$ cat src/rtl/uirq_pkg.sv
`timescale 1ns/1ps
package uirq_pkg;
  localparam int NUM_SRC   = 11;
  localparam int NUM_LINES = 6;
  localparam int BIT_TX    = 1;

  typedef logic [NUM_SRC-1:0] src_t;

  typedef enum logic [2:0] {
    OFS_MASK   = 3'd0,
    OFS_RAW    = 3'd1,
    OFS_MASKED = 3'd2,
    OFS_CLEAR  = 3'd3,
    OFS_TXDATA = 3'd4
  } ofs_e;

  // source set covered by each output line: 0 all, 1 rx, 2 tx, 3 timeout, 4 modem, 5 error
  function automatic src_t group_mask(input int line);
    case (line)
      0:       return '1;
      1:       return src_t'(11'h001);
      2:       return src_t'(11'h002);
      3:       return src_t'(11'h004);
      4:       return src_t'(11'h078);
      default: return src_t'(11'h780);
    endcase
  endfunction

  function automatic logic group_hit(input src_t masked, input src_t grp);
    return |(masked & grp);
  endfunction

  function automatic src_t next_raw(input src_t raw, input src_t clr, input src_t set);
    return (raw & ~clr) | set;
  endfunction
endpackage

$ cat src/rtl/uirq_decode.sv
`timescale 1ns/1ps
module uirq_decode
  import uirq_pkg::*;
#(
  parameter int ADDR_W = 3
) (
  input  logic [ADDR_W-1:0] addr,
  input  logic              wr_en,
  output logic              wr_mask,
  output logic              wr_clear,
  output logic              wr_tx,
  output logic              wr_ignored
);
  always_comb begin
    wr_mask    = wr_en && (addr == ADDR_W'(OFS_MASK));
    wr_clear   = wr_en && (addr == ADDR_W'(OFS_CLEAR));
    wr_tx      = wr_en && (addr == ADDR_W'(OFS_TXDATA));
    wr_ignored = wr_en && !wr_mask && !wr_clear && !wr_tx;
  end
endmodule

$ cat src/rtl/uirq_status.sv
`timescale 1ns/1ps
module uirq_status
  import uirq_pkg::*;
(
  input  logic clk,
  input  logic rst,
  input  logic wr_mask,
  input  logic wr_clear,
  input  logic wr_tx,
  input  src_t wdata_src,
  input  src_t evt_set,
  output src_t raw_q,
  output src_t mask_q,
  output src_t masked
);
  src_t clr_vec;
  src_t set_vec;

  always_comb begin
    clr_vec = wr_clear ? wdata_src : '0;
    set_vec = evt_set | (wr_tx ? src_t'(1 << BIT_TX) : '0);
    masked  = raw_q & mask_q;
  end

  always_ff @(posedge clk) begin
    if (rst) begin
      raw_q  <= '0;
      mask_q <= '0;
    end else begin
      raw_q <= next_raw(raw_q, clr_vec, set_vec);
      if (wr_mask) mask_q <= wdata_src;
    end
  end

  assert_mask_load_R2: assert property (@(posedge clk) disable iff (rst)
    wr_mask |=> (mask_q == $past(wdata_src)));

  assert_event_sets_R3: assert property (@(posedge clk) disable iff (rst)
    (|evt_set) |=> ((raw_q & $past(evt_set)) == $past(evt_set)));

  assert_clear_hits_R5: assert property (@(posedge clk) disable iff (rst)
    wr_clear |=> ((raw_q & $past(wdata_src & ~evt_set)) == '0));

  assert_tx_write_R7: assert property (@(posedge clk) disable iff (rst)
    wr_tx |=> raw_q[BIT_TX]);

  assert_set_beats_clear_R8: assert property (@(posedge clk) disable iff (rst)
    (wr_clear && |(wdata_src & evt_set)) |=> ((raw_q & $past(wdata_src & evt_set)) != '0));
endmodule

$ cat src/rtl/uirq_route.sv
`timescale 1ns/1ps
module uirq_route
  import uirq_pkg::*;
(
  input  logic                 clk,
  input  logic                 rst,
  input  src_t                 masked,
  output logic [NUM_LINES-1:0] lines_q
);
  for (genvar g = 0; g < NUM_LINES; g++) begin : g_line
    always_ff @(posedge clk) begin
      if (rst) lines_q[g] <= 1'b0;
      else     lines_q[g] <= group_hit(masked, group_mask(g));
    end
  end

  assert_combined_lag_R10: assert property (@(posedge clk) disable iff (rst)
    1'b1 |=> (lines_q[0] == $past(|masked)));

  assert_group_subset_R9: assert property (@(posedge clk) disable iff (rst)
    (|lines_q[NUM_LINES-1:1]) |-> lines_q[0]);
endmodule

$ cat src/rtl/uart_irq_router.sv
`timescale 1ns/1ps
module uart_irq_router
  import uirq_pkg::*;
#(
  parameter int ADDR_W = 3,
  parameter int DATA_W = 32
) (
  input  logic              clk,
  input  logic              rst,
  input  logic [ADDR_W-1:0] addr,
  input  logic              wr_en,
  input  logic [DATA_W-1:0] wdata,
  output logic [DATA_W-1:0] rdata,
  input  logic [NUM_SRC-1:0] evt_set,
  output logic              irq_all,
  output logic              irq_rx,
  output logic              irq_tx,
  output logic              irq_rto,
  output logic              irq_modem,
  output logic              irq_err
);
  localparam int PAD_W = DATA_W - NUM_SRC;

  logic wr_mask, wr_clear, wr_tx, wr_ignored;
  src_t raw_q, mask_q, masked, wdata_src;
  logic [NUM_LINES-1:0] lines_q;
  logic unused_wdata_hi;

  assign wdata_src       = wdata[NUM_SRC-1:0];
  assign unused_wdata_hi = ^wdata[DATA_W-1:NUM_SRC];

  uirq_decode #(.ADDR_W(ADDR_W)) i_decode (
    .addr(addr), .wr_en(wr_en), .wr_mask(wr_mask), .wr_clear(wr_clear),
    .wr_tx(wr_tx), .wr_ignored(wr_ignored)
  );

  uirq_status i_status (
    .clk(clk), .rst(rst), .wr_mask(wr_mask), .wr_clear(wr_clear), .wr_tx(wr_tx),
    .wdata_src(wdata_src), .evt_set(evt_set), .raw_q(raw_q), .mask_q(mask_q),
    .masked(masked)
  );

  uirq_route i_route (
    .clk(clk), .rst(rst), .masked(masked), .lines_q(lines_q)
  );

  always_comb begin
    case (addr)
      ADDR_W'(OFS_MASK):   rdata = {{PAD_W{1'b0}}, mask_q};
      ADDR_W'(OFS_RAW):    rdata = {{PAD_W{1'b0}}, raw_q};
      ADDR_W'(OFS_MASKED): rdata = {{PAD_W{1'b0}}, masked};
      default:             rdata = '0;
    endcase
  end

  assign irq_all   = lines_q[0];
  assign irq_rx    = lines_q[1];
  assign irq_tx    = lines_q[2];
  assign irq_rto   = lines_q[3];
  assign irq_modem = lines_q[4];
  assign irq_err   = lines_q[5];

  assert_ignored_write_R6: assert property (@(posedge clk) disable iff (rst)
    (wr_ignored && evt_set == '0) |=> ($stable(raw_q) && $stable(mask_q)));

  assert_reset_quiet_R1: assert property (@(posedge clk)
    rst |=> (lines_q == '0 && raw_q == '0 && mask_q == '0));
endmodule

$ cat config.mk
export PLATFORM = sky130hd
export DESIGN_NAME = uart_irq_router
export DESIGN_NICKNAME = d
export VERILOG_FILES = /design/src/rtl/uirq_pkg.sv /design/src/rtl/uirq_decode.sv /design/src/rtl/uirq_status.sv /design/src/rtl/uirq_route.sv /design/src/rtl/uart_irq_router.sv
export SDC_FILE = /design/constraint.sdc
export NUM_CORES = 1
export LEC_CHECK = 0
export CORE_ASPECT_RATIO = 1.4
export CORE_MARGIN = 4
export CORE_UTILIZATION = 40
export CTS_CLUSTER_SIZE = 8
export DETAILED_ROUTE_END_ITERATION = 6
export PLACE_DENSITY = 0.85
export SYNTH_ARGS = -nofsm -noshare
export SYNTH_HDL_FRONTEND = slang
export SYNTH_SLANG_ARGS = --single-unit
$ cat constraint.sdc
create_clock -name clk -period 2.58 [get_ports clk]
set_input_delay 0.774 -clock clk [delete_from_list [all_inputs] [get_ports clk]]
set_output_delay 0.774 -clock clk [all_outputs]
set_load 0.005 [all_outputs]
=== Word level (Yosys, flattened, before mapping) ===
Index checks and enable logic that the tools add are counted.
W data, S select, Z words.

* Bitwise operators: 5
* Equality and inequality tests: 4
* Muxes and demuxes: 3
* Reduce and logical (&&, ||, !) cells: 7

{| class="wikitable"
|+ Operator list
! kind !! number
|-
| $pmux W11 S3 || 1
|-
| $and A11 B11 Y11 || 2
|-
| $or A11 B11 Y11 || 2
|-
| $mux W11 || 1
|-
| $not A11 Y11 || 1
|-
| $reduce_or A11 Y1 || 1
|-
| $reduce_or A4 Y1 || 2
|-
| $eq A3 B2 Y1 const B || 2
|-
| $eq A3 B1 Y1 const B || 1
|-
| $eq A3 B3 Y1 const B || 1
|-
| $logic_and A1 B1 Y1 || 3
|-
| $logic_not A3 Y1 || 1
|-
| $mux W2 || 1
|}

* Word-level logic and storage cells: 27
* Register bits after elaboration: 28
* Input bits: 49
* Output and inout port bits: 38

=== Depth between registers and ports, before layout ===
* Depth after elaboration: 6
* Gate-level depth with buffers: 5
* Depth with buffers taken out: 3

=== Cells and area by module ===
A second synthesis with hierarchy kept.

* Cell total of the unflattened synthesis: 186
* Area total of the unflattened synthesis: 1727.9 µm²

{| class="wikitable"
|+ Modules (own cells, without submodules)
! module !! cells an instance !! instances !! seq. area each (µm²) !! area each (µm²)
|-
| uirq_status || 92 || 1 || 440.4 || 874.6
|-
| uart_irq_router || 72 || 1 || 0.0 || 621.8
|-
| uirq_route || 15 || 1 || 120.1 || 182.7
|-
| uirq_decode || 7 || 1 || 0.0 || 48.8
|}

=== Worst setup path after synthesis ===
No wires, ideal clock.

* Path type: input-to-output
* Start: input port addr[1]
* End: output port rdata[4]
* Buffers on the path: 2
* Arrival: 1.438 ns
* Slack: 0.368 ns
* Stages on the path: 5
* Data required time: 1.806 ns
* Path through: buf_2 nor2b_2 buf_2 nand2_1 a21oi_1

* Word-level cells in the longest chain between the ends: 2
* Elaborated cells between the ends (all ways): 4
* Classes of those cells: eq/ne (2); mux (1); reduce/logical (1)

{| class="wikitable"
|+ Ends and longest elaborated chain
! element !! RTL line !! text
|-
| start, declared || uart_irq_router.sv:10 || <nowiki>input logic [ADDR_W-1:0] addr,</nowiki>
|-
| $eq A3 B2 Y1, or another cell as far along || uart_irq_router.sv:48 || <nowiki>case (addr)</nowiki>
|-
| $pmux W11 S3 * || uart_irq_router.sv:48 ||
|-
| end, declared || uart_irq_router.sv:13 || <nowiki>output logic [DATA_W-1:0] rdata,</nowiki>
|}

Every way passes the cells marked *; elsewhere a longest branch is shown, timed or not.

=== Worst setup path in the final report ===
* Start: input port addr[2]
* End: output port rdata[6]

The elaborated chain is that of the path after synthesis.

==> qor.log <==
INFO  yosys          post_synth_instance_area=0.00144mm²
INFO  flow_run       maxCapViolCount=0
INFO  timing         ratio_of_final_minimum_period_to_clock_period=98.3%
INFO  min_path       hold_path_depth=2
INFO  yosys          post_synth_main_area_contributors=sky130_fd_sc_hd__dfxtp_1 (39%), sky130_fd_sc_hd__buf_4 (11%), sky130_fd_sc_hd__a21oi_1 (9.0%)
INFO  timing         setup_viol=0
INFO  detailed_routing avgRoutedWirePerCell=13.2µm
INFO  floorplanning  die_area=0.00464mm²
INFO  yosys          synthArstFlopShare=0%
INFO  grt            antenna_found_initial=0
INFO  yosys          number_of_enable_flip_flop_cells_after_synthesis=0
INFO  min_path       launch_point_of_the_worst_hold_path=i_status.mask_q[1]
INFO  clocking       number_of_sinks_handled_by_clock_tree_synthesis=28
INFO  placement      dpl.hpwl=2640µm
INFO  worst_setup_path worstSetupEndpointType=primary output
INFO  power_and_ir_drop net-switching-power=0.222mW
INFO  worst_setup_path critPathMostFrequentCell=sky130_fd_sc_hd__buf_6
INFO  grt            grt_use_total=15.9%
INFO  clocking       clock_latency=0.27ns
INFO  worst_setup_path cp.arrival=1.76ns
INFO  placement      detailedPlace.worstSlack=-0.604ns
INFO  worst_setup_path crit_path_cell_trace=clkdlybuf4s50_1 > buf_6 > buf_6 > nor2_2 > clkdlybuf4s15_2
INFO  detailed_routing drtIter0Drc=45
INFO  clocking       cts_tree=built
INFO  floorplanning  core=0.00341mm²
INFO  yosys          yosys_register_bits=28
INFO  detailed_routing highest_layer=met4
INFO  clocking       cts_buffers=3
INFO  power_and_ir_drop power_report.internal_total=0.668mW
INFO  power_and_ir_drop vdd.ir_drop.worst=303µV
INFO  timing         slew_violations=0
INFO  yosys          synth_warnings=0
INFO  floorplanning  fp-row-count=25
INFO  yosys          most_common_flop_cell_mapped_by_yosys=sky130_fd_sc_hd__dfxtp_1
INFO  grt            via_count_of_the_first_global_routing_pass=1393
INFO  placement      place.port_buffers=44
INFO  timing         clock.fmax=394MHz
INFO  yosys          ys_types=24
INFO  power_and_ir_drop sw_frac_of_total=25.0%
INFO  cells_and_area post_route_cells_drive_above_1_share=16.8%
INFO  worst_setup_path slowest_library_cell_on_the_worst_path=sky130_fd_sc_hd__clkdlybuf4s50_1
INFO  floorplanning  die-width=58.7µm
INFO  placement      gp_routability_congestion=0.790
INFO  yosys          synth.top_cells.by_count=sky130_fd_sc_hd__dfxtp_1 (28), sky130_fd_sc_hd__nand2_1 (27), sky130_fd_sc_hd__a21oi_1 (26)
INFO  timing         final_critical_path_setup_slack=0.0427ns
INFO  detailed_routing antenna_left=0
INFO  grt            first_pass_grt_wire_length=5820µm
INFO  floorplanning  io_pins=87
INFO  power_and_ir_drop p_per_area=444mW/mm²
INFO  worst_setup_path cp_max_fo=7
INFO  clocking       cts.path.max_buffers=2
INFO  yosys          netlist_instances=190
INFO  detailed_routing via_count=1412
INFO  min_path       hold_path_class=reg2reg
INFO  timing         rsz_0062_raised_after_global_routing=no
INFO  floorplanning  floorplan.die.height=79.0µm
INFO  power_and_ir_drop share_seq_of_total_power=52.2%
INFO  detailed_routing drt-pass1-iter-count=5
INFO  yosys          dominant_cell_type_by_area_after_synthesis=sky130_fd_sc_hd__dfxtp_1
INFO  detailed_routing finalWirelength=3750µm
INFO  detailed_routing routed-wl-met3=238µm
INFO  placement      numPlacedInstances=275
INFO  timing         skew=0.00324ns
INFO  timing         clock_period_minus_final_worst_setup_slack=2.54ns
INFO  clocking       clk_pin_slew_worst_paths=0.09ns
INFO  floorplanning  initial_utilization=42.3%
INFO  worst_setup_path slowest_delay=0.42ns
INFO  worst_setup_path critical_path.top_delay_family=buffers and inverters
INFO  clocking       cts-root-buf=sky130_fd_sc_hd__clkbuf_8
INFO  clocking       cts-htree-levels=1
INFO  grt            globalRouteOverflowTotal=0
INFO  worst_setup_path crit-reg2reg-launch=i_status.raw_q[7]
INFO  min_path       holdPathEnd=i_route.lines_q[2]
INFO  worst_setup_path worst_r2r_path_depth=3
INFO  cells_and_area net_count_of_the_finished_layout=294
INFO  timing         timing.final.hold_violations=0
INFO  power_and_ir_drop clock_power_share=30.5%
INFO  detailed_routing drc_errors=0
INFO  yosys          syn_avg_cell_area=7.59µm²
INFO  yosys          synth_seq_area_share=38.9%
INFO  yosys          yosys.area.top_type_share=38.9%
INFO  outcome        status=completed
INFO  worst_setup_path r2r_slack=1.34ns
INFO  worst_setup_path rr_endpoint=i_route.lines_q[0]
INFO  cells_and_area diodes=0
INFO  power_and_ir_drop pwr-share-comb=17.3%
INFO  power_and_ir_drop tot_pwr=0.891mW
INFO  worst_setup_path path_buf_inv=4
INFO  worst_setup_path crit_path_start_kind=input port
INFO  cells_and_area post_layout_nonfiller_instances=284
INFO  detailed_routing routedLengthMet1=1330µm
INFO  yosys          synth.most_common_cell=sky130_fd_sc_hd__dfxtp_1
INFO  worst_setup_path criticalPathCategory=in2out
INFO  grt            grt_max_degree=29
INFO  worst_setup_path cp-startpoint=addr[2]
INFO  worst_setup_path timing.critical_path.required=1.81ns
INFO  detailed_routing dr_wl_met2=2100µm
INFO  power_and_ir_drop leak=0.868nW
INFO  detailed_routing via_per_inst=4.97
INFO  cells_and_area area_growth=39.1%
-- area by class of cell --
class,instances,area (µm²)
Timing Repair Buffer,60,547
Fill cell,306,1410
Inverter,23,90.1
Sequential cell,28,561
Clock buffer,4,55.1
Timing Repair inverter,1,7.51
Multi-Input combinational cell,128,694
Tap cell,40,50.0
-- metrics by stage --
stage	instance area (µm²)	hold slack, ns	TNS [ns]	utilization (%)
6_report	2000	0.477	0	58.8
5_1_grt	2000	0.497	0	58.8
3_3_place_gp	1900	0.453	-5.71	55.7
2_1_floorplan	1520	0.437	0	-
4_1_cts	2000	0.475	-0.00755	58.8
3_5_place_dp	1900	0.461	-5.87	55.7
-- cell families after synthesis --
| logic type | synth area share (%) |
|---|---|
| other cells | 0.260 |
| flops | 38.9 |
| simple gates | 17.7 |
| compound gates | 22.7 |
| buf+inv | 20.5 |
-- layout by cell type (no fill, tap or decap), drive strengths merged --
cell / count
clkdlybuf4s50: 31
nand2: 29
dfxtp: 28
a21oi: 26
inv: 22
buf: 22
conb: 21
nor2: 12
o21ai: 11
nand2b: 7
a32oi: 7
dlygate4sd2: 5
o211ai: 4
clkbuf: 4
clkinvlp: 2
a22o: 2
a221oi: 2
clkdlybuf4s15: 2
nor2b: 1
nand4b: 1
a41oi: 1
nor4b: 1
or4b: 1
and3: 1
a31oi: 1
-- metal layers --
| metal | global-route usage (%) | vias up |
|---|---|---|
| met5 | 0 | - |
| met4 | 7.26 | 0 |
| met3 | 1.63 | 6 |
| met2 | 30.8 | 55 |
| met1 | 16.3 | 656 |
| li1 | - | 695 |
-- state kept, by name, indices dropped and copies added (netlist names) --
register	cells
i_route.lines_q	6
i_status.mask_q	11
i_status.raw_q	11
-- worst max-delay path by stage --
stage	cells after the start	slack (ns)	endpoint
after floorplan	5	0.37	rdata[4]
after global routing	5	0.005	rdata[6]
after detailed placement	5	-0.60	rdata[4]
after global placement	6	-0.57	rdata[4]
after CTS	5	-0.008	rdata[8]
final	5	0.04	rdata[6]
-- power groups by stage --
stage                     logic [mW]  registers [mW]  clock network, mW
final                          0.154           0.465              0.271
after global routing           0.170           0.467              0.284
after CTS                      0.151           0.464              0.275
after detailed placement       0.144           0.474                  0
after global placement         0.141           0.473                  0
after floorplan               0.0861           0.470                  0
-- tightest hold or removal path: cells and delay by family, from the launching register on --
| kind | cells | cell delay (ns) |
|---|---|---|
| flip-flops | 1 | 0.33 |
| AND/OR/NAND/NOR | 2 | 0.11 |
-- timing repair --
| action | 4_1_cts | 5_1_grt |
|---|---|---|
| pin swaps | 0 | 1 |
| setup endpoints to repair | 11 | 7 |
| gates cloned | 1 | 0 |
| buffers inserted | 4 | 0 |
| resized for setup | 42 | 5 |
| hold buffers | 0 | 0 |
(Power assumes the default switching activity.)
